### src/rtl/pld_mc_pkg.sv
package pld_mc_pkg;

  parameter int NUM_PT   = 5;
  parameter int NUM_GCLK = 3;
  parameter int NUM_OE   = 2;

  localparam int PTI_W = $clog2(NUM_PT);
  localparam int CKS_W = $clog2(NUM_GCLK + 1);
  localparam logic [PTI_W-1:0] PT_LAST   = PTI_W'(NUM_PT - 1);
  localparam logic [CKS_W-1:0] GCLK_LAST = CKS_W'(NUM_GCLK - 1);

  typedef enum logic [1:0] {XP_ZERO = 2'd0, XP_ONE = 2'd1, XP_TERM = 2'd2, XP_RSVD = 2'd3} mc_xor_e;
  typedef enum logic [1:0] {DS_XOR = 2'd0, DS_TERM = 2'd1, DS_PIN = 2'd2, DS_RSVD = 2'd3} mc_dsrc_e;
  typedef enum logic [2:0] {MD_D = 3'd0, MD_T = 3'd1, MD_JK = 3'd2, MD_SR = 3'd3,
                            MD_LATCH = 3'd4, MD_R5 = 3'd5, MD_R6 = 3'd6, MD_R7 = 3'd7} mc_mode_e;
  typedef enum logic [1:0] {AR_NONE = 2'd0, AR_GCLR = 2'd1, AR_TERM = 2'd2, AR_BOTH = 2'd3} mc_ar_e;
  typedef enum logic [2:0] {OE_OFF = 3'd0, OE_ON = 3'd1, OE_A = 3'd2, OE_A_N = 3'd3,
                            OE_B = 3'd4, OE_B_N = 3'd5, OE_R6 = 3'd6, OE_R7 = 3'd7} mc_oe_e;

  typedef struct packed {
    logic [NUM_PT-1:0] sum_mask;
    mc_xor_e           xor_sel;
    logic [PTI_W-1:0]  xor_pt;
    mc_dsrc_e          d_src;
    logic [PTI_W-1:0]  d_pt;
    mc_mode_e          mode;
    logic [PTI_W-1:0]  set_pt;
    logic [PTI_W-1:0]  clr_pt;
    logic [CKS_W-1:0]  clk_sel;
    logic [PTI_W-1:0]  clk_pt;
    logic              ce_en;
    logic [PTI_W-1:0]  ce_pt;
    mc_ar_e            ar_sel;
    logic [PTI_W-1:0]  ar_pt;
    logic              ap_en;
    logic [PTI_W-1:0]  ap_pt;
    logic              out_reg;
    logic              fb_reg;
    logic [PTI_W-1:0]  fold_pt;
    mc_oe_e            oe_sel;
  } mc_cfg_t;

  localparam int CFG_W = $bits(mc_cfg_t);

  // Selects one product term; an index past the last term reads as 0.
  function automatic logic pt_pick(input logic [NUM_PT-1:0] v, input logic [PTI_W-1:0] idx);
    return (idx <= PT_LAST) ? v[idx] : 1'b0;
  endfunction

endpackage

### src/rtl/pld_mc_terms.sv
module pld_mc_terms
  import pld_mc_pkg::*;
(
  input  logic [NUM_PT-1:0] pt,
  input  logic              cas_in,
  input  logic              pin,
  input  logic [NUM_PT-1:0] sum_mask,
  input  mc_xor_e           xor_sel,
  input  logic [PTI_W-1:0]  xor_pt,
  input  mc_dsrc_e          d_src,
  input  logic [PTI_W-1:0]  d_pt,
  input  logic [PTI_W-1:0]  set_pt,
  input  logic [PTI_W-1:0]  clr_pt,
  input  logic [PTI_W-1:0]  fold_pt,
  output logic              sum,
  output logic              xor_res,
  output logic              data,
  output logic              set_t,
  output logic              clr_t,
  output logic              fold_n
);

  logic [NUM_PT-1:0] steered;
  logic              xor_b;

  for (genvar g = 0; g < NUM_PT; g++) begin : g_steer
    assign steered[g] = pt[g] & sum_mask[g];
  end

  assign sum = (|steered) | cas_in;

  always_comb begin
    case (xor_sel)
      XP_ZERO: xor_b = 1'b0;
      XP_ONE:  xor_b = 1'b1;
      XP_TERM: xor_b = pt_pick(pt, xor_pt);
      default: xor_b = 1'b0;
    endcase
  end

  assign xor_res = sum ^ xor_b;

  always_comb begin
    case (d_src)
      DS_XOR:  data = xor_res;
      DS_TERM: data = pt_pick(pt, d_pt);
      DS_PIN:  data = pin;
      default: data = xor_res;
    endcase
  end

  assign set_t  = pt_pick(pt, set_pt);
  assign clr_t  = pt_pick(pt, clr_pt);
  assign fold_n = ~pt_pick(pt, fold_pt);

endmodule

### src/rtl/pld_mc_ctrl.sv
module pld_mc_ctrl
  import pld_mc_pkg::*;
(
  input  logic                clk,
  input  logic                rst,
  input  logic [NUM_PT-1:0]   pt,
  input  logic [NUM_GCLK-1:0] gclk,
  input  logic                gclr,
  input  mc_mode_e            mode,
  input  logic [CKS_W-1:0]    clk_sel,
  input  logic [PTI_W-1:0]    clk_pt,
  input  logic                ce_en,
  input  logic [PTI_W-1:0]    ce_pt,
  input  mc_ar_e              ar_sel,
  input  logic [PTI_W-1:0]    ar_pt,
  input  logic                ap_en,
  input  logic [PTI_W-1:0]    ap_pt,
  output logic                upd,
  output logic                lat_open,
  output logic                arst,
  output logic                apre
);

  logic is_glob;
  logic sel_lvl;
  logic sel_prev;
  logic ce_ok;
  logic is_latch;

  assign is_glob  = (clk_sel <= GCLK_LAST);
  assign sel_lvl  = is_glob ? gclk[clk_sel] : pt_pick(pt, clk_pt);
  assign ce_ok    = !(is_glob && ce_en) || pt_pick(pt, ce_pt);
  assign is_latch = (mode == MD_LATCH);

  // Previous sampled level of the selected clock, for rise detection.
  always_ff @(posedge clk) begin
    if (rst) sel_prev <= 1'b0;
    else     sel_prev <= sel_lvl;
  end

  assign upd      = sel_lvl & ~sel_prev & ce_ok & ~is_latch;
  assign lat_open = sel_lvl & ce_ok & is_latch;

  always_comb begin
    case (ar_sel)
      AR_GCLR: arst = gclr;
      AR_TERM: arst = pt_pick(pt, ar_pt);
      AR_BOTH: arst = gclr | pt_pick(pt, ar_pt);
      default: arst = 1'b0;
    endcase
  end

  assign apre = ap_en & pt_pick(pt, ap_pt);

endmodule

### src/rtl/pld_mc_store.sv
module pld_mc_store
  import pld_mc_pkg::*;
(
  input  logic     clk,
  input  logic     rst,
  input  mc_mode_e mode,
  input  logic     upd,
  input  logic     lat_open,
  input  logic     arst,
  input  logic     apre,
  input  logic     data,
  input  logic     set_t,
  input  logic     clr_t,
  output logic     state
);

  logic nxt;

  always_comb begin
    nxt = state;
    case (mode)
      MD_D: nxt = data;
      MD_T: nxt = state ^ data;
      MD_JK: begin
        case ({set_t, clr_t})
          2'b10:   nxt = 1'b1;
          2'b01:   nxt = 1'b0;
          2'b11:   nxt = ~state;
          default: nxt = state;
        endcase
      end
      MD_SR: begin
        case ({set_t, clr_t})
          2'b10:   nxt = 1'b1;
          2'b01:   nxt = 1'b0;
          default: nxt = state;
        endcase
      end
      default: nxt = state;
    endcase
  end

  always_ff @(posedge clk) begin
    if (rst)           state <= 1'b0;
    else if (arst)     state <= 1'b0;
    else if (apre)     state <= 1'b1;
    else if (upd)      state <= nxt;
    else if (lat_open) state <= data;
  end

endmodule

### src/rtl/pld_macrocell.sv
module pld_macrocell
  import pld_mc_pkg::*;
(
  input  logic                clk,
  input  logic                rst,
  input  logic [CFG_W-1:0]    cfg_word,
  input  logic [NUM_PT-1:0]   pt_in,
  input  logic                cas_in,
  input  logic                pin_in,
  input  logic [NUM_GCLK-1:0] gclk_in,
  input  logic                gclr_in,
  input  logic [NUM_OE-1:0]   oe_in,
  output logic                mc_out,
  output logic                mc_oe,
  output logic                fb_out,
  output logic                fold_n_out,
  output logic                cas_out
);

  mc_cfg_t  cfg;
  mc_mode_e mode_w;
  logic     sum_w, xor_w, data_w, set_w, clr_w;
  logic     upd_w, lat_open_w, arst_w, apre_w, state_w;

  assign cfg    = mc_cfg_t'(cfg_word);
  assign mode_w = cfg.mode;

  pld_mc_terms u_terms (
    .pt(pt_in), .cas_in(cas_in), .pin(pin_in),
    .sum_mask(cfg.sum_mask), .xor_sel(cfg.xor_sel), .xor_pt(cfg.xor_pt),
    .d_src(cfg.d_src), .d_pt(cfg.d_pt), .set_pt(cfg.set_pt), .clr_pt(cfg.clr_pt),
    .fold_pt(cfg.fold_pt),
    .sum(sum_w), .xor_res(xor_w), .data(data_w), .set_t(set_w), .clr_t(clr_w),
    .fold_n(fold_n_out)
  );

  pld_mc_ctrl u_ctrl (
    .clk(clk), .rst(rst), .pt(pt_in), .gclk(gclk_in), .gclr(gclr_in), .mode(mode_w),
    .clk_sel(cfg.clk_sel), .clk_pt(cfg.clk_pt), .ce_en(cfg.ce_en), .ce_pt(cfg.ce_pt),
    .ar_sel(cfg.ar_sel), .ar_pt(cfg.ar_pt), .ap_en(cfg.ap_en), .ap_pt(cfg.ap_pt),
    .upd(upd_w), .lat_open(lat_open_w), .arst(arst_w), .apre(apre_w)
  );

  pld_mc_store u_store (
    .clk(clk), .rst(rst), .mode(mode_w), .upd(upd_w), .lat_open(lat_open_w),
    .arst(arst_w), .apre(apre_w), .data(data_w), .set_t(set_w), .clr_t(clr_w),
    .state(state_w)
  );

  assign cas_out = sum_w;
  assign mc_out  = cfg.out_reg ? state_w : xor_w;
  assign fb_out  = cfg.fb_reg  ? state_w : xor_w;

  always_comb begin
    case (cfg.oe_sel)
      OE_OFF:  mc_oe = 1'b0;
      OE_ON:   mc_oe = 1'b1;
      OE_A:    mc_oe = oe_in[0];
      OE_A_N:  mc_oe = ~oe_in[0];
      OE_B:    mc_oe = oe_in[1];
      OE_B_N:  mc_oe = ~oe_in[1];
      default: mc_oe = 1'b0;
    endcase
  end

endmodule

### config.mk
export PLATFORM = sky130hd
export DESIGN_NAME = pld_macrocell
export DESIGN_NICKNAME = d
export VERILOG_FILES = /design/src/rtl/pld_mc_pkg.sv /design/src/rtl/pld_mc_terms.sv /design/src/rtl/pld_mc_ctrl.sv /design/src/rtl/pld_mc_store.sv /design/src/rtl/pld_macrocell.sv
export SDC_FILE = /design/constraint.sdc
export NUM_CORES = 1
export LEC_CHECK = 0
export BUFFER_PORTS_ARGS = -buffer_cell sky130_fd_sc_hd__buf_2
export CAP_MARGIN = 20
export CORE_MARGIN = 4
export CORE_UTILIZATION = 38
export DETAILED_ROUTE_END_ITERATION = 8
export HOLD_SLACK_MARGIN = 0.03
export PLACE_DENSITY = 0.77
export REMOVE_ABC_BUFFERS = 1
export SLEW_MARGIN = 20
export SYNTH_ARGS = -nofsm -noshare
export SYNTH_HDL_FRONTEND = slang
export SYNTH_SLANG_ARGS = --single-unit
### constraint.sdc
create_clock -name clk -period 3.35 [get_ports clk]
set_input_delay 0.5025 -clock clk [delete_from_list [all_inputs] [get_ports clk]]
set_output_delay 0.5025 -clock clk [all_outputs]
set_load 0.02 [all_outputs]
[After elaboration in Yosys (flattened, before gate mapping)]
Cells that the tools add are included.
Operators by class
  $lt $le $gt $ge: 20
  equal/unequal tests: 22
  multiplexer cells: 42
  bitwise operators: 21
  reductions and logical operators: 8
Operators with widths (number)
  $lt 3x4->1 const B: 9
  $bmux 1 s3: 9
  $le 3x3->1 const B: 9
  $mux 1: 25
  $eq 2x2->1 const B: 6
  $eq 3x2->1 const B: 4
  $and 1x1->1: 11
  $eq 3x3->1 const B: 3
  $eq 2x1->1 const B: 4
  $eq 3x1->1 const B: 2
  $ne 6x2->1 const B: 1
  $ne 6x3->1 const B: 1
  $not 1->1: 6
  $pmux 1 s2: 3
  $pmux 1 s3: 2
  $ne 5x3->1 const B: 1
  $pmux 1 s5: 1
  $reduce_or 5->1: 1
  $pmux 1 s4: 1
  $reduce_and 4->1: 1
  $logic_not 3->1: 1
  $lt 2x3->1 const B: 1
  $reduce_bool 3->1: 1
  $bmux 1 s2: 1
  other kinds (7): 9
Word-level totals
  flip-flop bits (word level): 2

[Depth between registers and ports, before layout]
  depth in word-level cells: 10
  mapped depth: 11

[Modules after synthesis]
From an unflattened synthesis, not the netlist that was laid out.
Second synthesis, totals
  cells, all modules: 110
  area total of the unflattened synthesis: 859.6 um2
By module, submodules not included
  pld_mc_terms: times used 1, cells an instance 43, area an instance 337.8 um2, sequential area each 0.0 um2
  pld_mc_ctrl: times used 1, cells an instance 34, area an instance 264.0 um2, sequential area each 20.0 um2
  pld_mc_store: times used 1, cells an instance 25, area an instance 200.2 um2, sequential area each 20.0 um2
  pld_macrocell: times used 1, cells an instance 8, area an instance 57.6 um2, sequential area each 0.0 um2

[Worst setup path before layout]
OpenSTA, ideal clock, no wires.
  path type: in2reg
  start: input pt_in[2]
  end: register u_store.state
  arrival: 2241 ps
  slack: 992 ps
  cell stages on the path: 9
  path buffers: 1
  cells stage by stage: buf_2 mux4_1 mux2i_1 ha_1 inv_1 a31oi_1 or4b_1 mux2i_1 o2bb2ai_1
Between the ends
  longest elaborated chain between the ends: 10
  elaborated cells on any way between the ends: 56
  those cells by class: 6 x eq/ne; 34 x mux; 11 x bitwise; 5 x reduce/logical
Ends and longest elaborated chain
  from (decl): line pld_macrocell.sv:7  | input logic [NUM_PT-1:0] pt_in,
  $bmux 1 s3: line pld_mc_pkg.sv:47  | return (idx <= PT_LAST) ? v[idx] : 1'b0;
  $mux 1 (implied by the code): line pld_mc_pkg.sv:47
  $mux 1: line pld_mc_pkg.sv:47
  $pmux 1 s2: line pld_mc_terms.sv:33  | case (xor_sel)
  $xor 1x1->1: line pld_mc_terms.sv:41  | assign xor_res = sum ^ xor_b;
  $pmux 1 s2: line pld_mc_terms.sv:44  | case (d_src)
  $xor 1x1->1: line pld_mc_store.sv:23  | MD_T: nxt = state ^ data;
  $pmux 1 s4: line pld_mc_store.sv:21  | case (mode)
  $mux 1: line pld_mc_store.sv:47  | else if (upd) state <= nxt;
  $mux 1: line pld_mc_store.sv:46  | else if (apre) state <= 1'b1;
  to (signal assigned): line pld_mc_store.sv:47
  to (signal assigned): line pld_mc_store.sv:48  | else if (lat_open) state <= data;
  to (decl): line pld_mc_store.sv:14  | output logic state
Parallel ways exist; a longest one is shown, timed or not. The select of a mux whose other input is x is not followed.
A chain may end at the register's enable or synchronous reset.

[Worst setup path in the final report]
  start: input pt_in[1]
  end: register u_store.state
The elaborated chain is that of the path after synthesis.

==> results_dict.tcl <==
set metrics [dict create \
    run_status "complete, no violations" \
    yosys.area.top_type "mux4_1" \
    die_w_um 55.3 \
    yosys_warnings 0 \
    r2r_slack_ns 1.86 \
    mostFrequentLayoutCell "buf_2" \
    port_buffers 69 \
    synth.top_cell.area_share_pct 12.4 \
    r2r_cells 5 \
    multi_input_area_sq_um 743 \
    grt_usage_pct 17.8 \
    vias_per_cell 5.64 \
    grt_pass1_wl_mm 4.55 \
    cts_max_level 1 \
    worstSkewPairLatency_ns 0.22 \
    core_sq_um 2040 \
    vdd_ir_drop_max_v 0.000169 \
    p_per_area_nw_per_um2 185 \
    dp_hpwl_mm 2.45 \
    slew_headroom_pct 67.6 \
    most-common-layout-cells "buf_2, nand2_1, nor2_1" \
    nNetsFinal 254 \
    r2r_start "u_store.state" \
    drt_wl_total_mm 2.84 \
    io_pins 70 \
    regArea_sq_um 40.0 \
    area_growth_pct 43.4 \
    rsz0062_at_grt "false" \
    placed_area_sq_um 1200 \
    yosys.cell_types.count 35 \
    finClkSkew_ns 0.00233 \
    path_max_fanout 10 \
    numCtsBuffers 3 \
    hold_path.class "in -> reg" \
    hold_viol_final 0 \
    async_flop_share_pct 0 \
    avgSynthCellArea_sq_um 7.52 \
    worstSetupEndpointType "register" \
    ys_seq_area_share_pct 4.71 \
    finalMaxSlewViolations 0 \
    min_period_ns 2.35 \
    dr_total_vias 1174 \
    cp-start-kind "input pin" \
    setup_viol 0 \
    required_ns 3.46 \
    cts_buffer_depth 2 \
    dr.pass1.iters 7 \
    fmax_mhz 426 \
    clockRootBuffer "clkbuf_4" \
    fillers 205 \
    grt_max_degree 11 \
    dieArea_sq_um 3060 \
    diodes 0 \
    hold_depth 2 \
    clkTransAtPathRegs_ns 0.03 \
    synth_edf_count 0 \
    dominantRegCellSynth "dfxtp_1" \
    synthCells 113 \
    power_mw 0.225 \
    tns_ns 0 \
    cts_setup_buffers 0 \
    rr_endpoint "u_store.state" \
    drc_errors 0 \
    min_period_over_period_pct 70.1 \
    overflow 0 \
    worstMarginPinSlew_ns 0.474 \
    antenna_left 0 \
    p_leak_nw 0.624 \
    drt-initial-drc-count 34 \
    drive_gt1_share_pct 41.4 \
    grt_pass1_vias 1116 \
    antenna_found_initial 0 \
    synthesis.area_sq_um 850 \
    gp_congestion 0.787 \
    start_util_pct 41.6 \
    holdWs_ns 0.468 \
    design_area_sq_um 1220 \
    cts_tree "done" \
    cts.repair.resized 0 \
    cts_sinks 2 \
    dieHeight_um 55.3 \
    cp.arrival_ns 2.46 \
    cts_hold_buffers 0 \
    worstHoldStart "rst" \
    cap_violations 0 \
    crit_type "in -> reg" \
    ys_top_cells_by_area "mux4_1, mux2i_1, ha_1" \
    row_count 16 \
    synth_seq_cells 2 \
    wire_per_inst_um 13.7 \
    hold_path_end "u_ctrl.sel_prev" \
]
[per-layer routing]
layer  up-vias  global-route usage (%)  part of all wire (%)
met1       529                    20.9                    38
met2        72                    30.4                    50
met5         -                       0                     0
met4         0                    4.86                  0.53
li1        569                       -                     -
met3         4                    6.29                    12
[through the flow]
| step | std cells | setup WS, ns | utilization, % |
|---|---|---|---|
| 6_report | 208 | 1.00 | 59.7 |
| 4_1_cts | 208 | 1.03 | 59.7 |
| 3_3_place_gp | 205 | 0.894 | 58.6 |
| 2_1_floorplan | 109 | 1.09 | - |
| 5_1_grt | 208 | 0.863 | 59.7 |
| 3_5_place_dp | 205 | 0.790 | 58.6 |
[how the worst max path moves through the flow]
stage / from / to / depth (start not counted)
2_1_floorplan: cfg_word[29] / u_store.state / 8
3_3_place_gp: pt_in[1] / u_store.state / 9
3_5_place_dp: pt_in[1] / u_store.state / 9
4_1_cts: pt_in[1] / u_store.state / 9
5_1_grt: pt_in[1] / u_store.state / 9
6_report: pt_in[1] / u_store.state / 9
[report_power, final]
part / switching, mW / internal, mW
clock: 0.0131 / 0.0394
sequential: 0.00189 / 0.0259
combinational: 0.0727 / 0.0722
[sequential cells by signal, indices dropped and copies added, names as in the netlist]
register and flops:
u_ctrl.sel_prev 1, u_store.state 1
[worst max-delay path, stage by stage]
cell and delay [ns]:
buf_2 0.16, mux4_1 0.51, mux2i_1 0.19, ha_1 0.20, inv_1 0.04, a31oi_1 0.17
or4b_1 0.44, mux2i_1 0.17, o2bb2ai_1 0.08
[Yosys cell counts (2+ instances only)]
master,number
a22oi_1,3
buf_2,2
nor2_1,10
nand3b_1,2
inv_1,9
nor2b_1,3
mux2i_1,8
o22ai_1,3
buf_6,2
mux4_1,4
o21ai_0,8
ha_1,6
dfxtp_1,2
nand3_1,5
nand2_1,13
a21oi_1,9
o21ai_1,2
nand2b_1,2
a31oi_1,4
[cells by family after synthesis]
family,Yosys count,share of synthesized area (%)
AO/OA/AOI/OAI,36,26.8
buffers and inverters,13,7.81
AND/OR/NAND/NOR,40,23.7
multiplexers,15,27.1
flip-flops,2,4.71
XOR/XNOR,1,1.03
adder cells (fa/ha/maj),6,8.84
[final cells by class]
class / count / area share [%]
sequential: 2 / 3.29
inverter: 9 / 2.77
clock buffer: 3 / 1.85
tap: 27 / 2.77
timing repair buffer: 69 / 28.3
multi-input combinational: 98 / 61.0
Power figures use the tool's default switching activity.
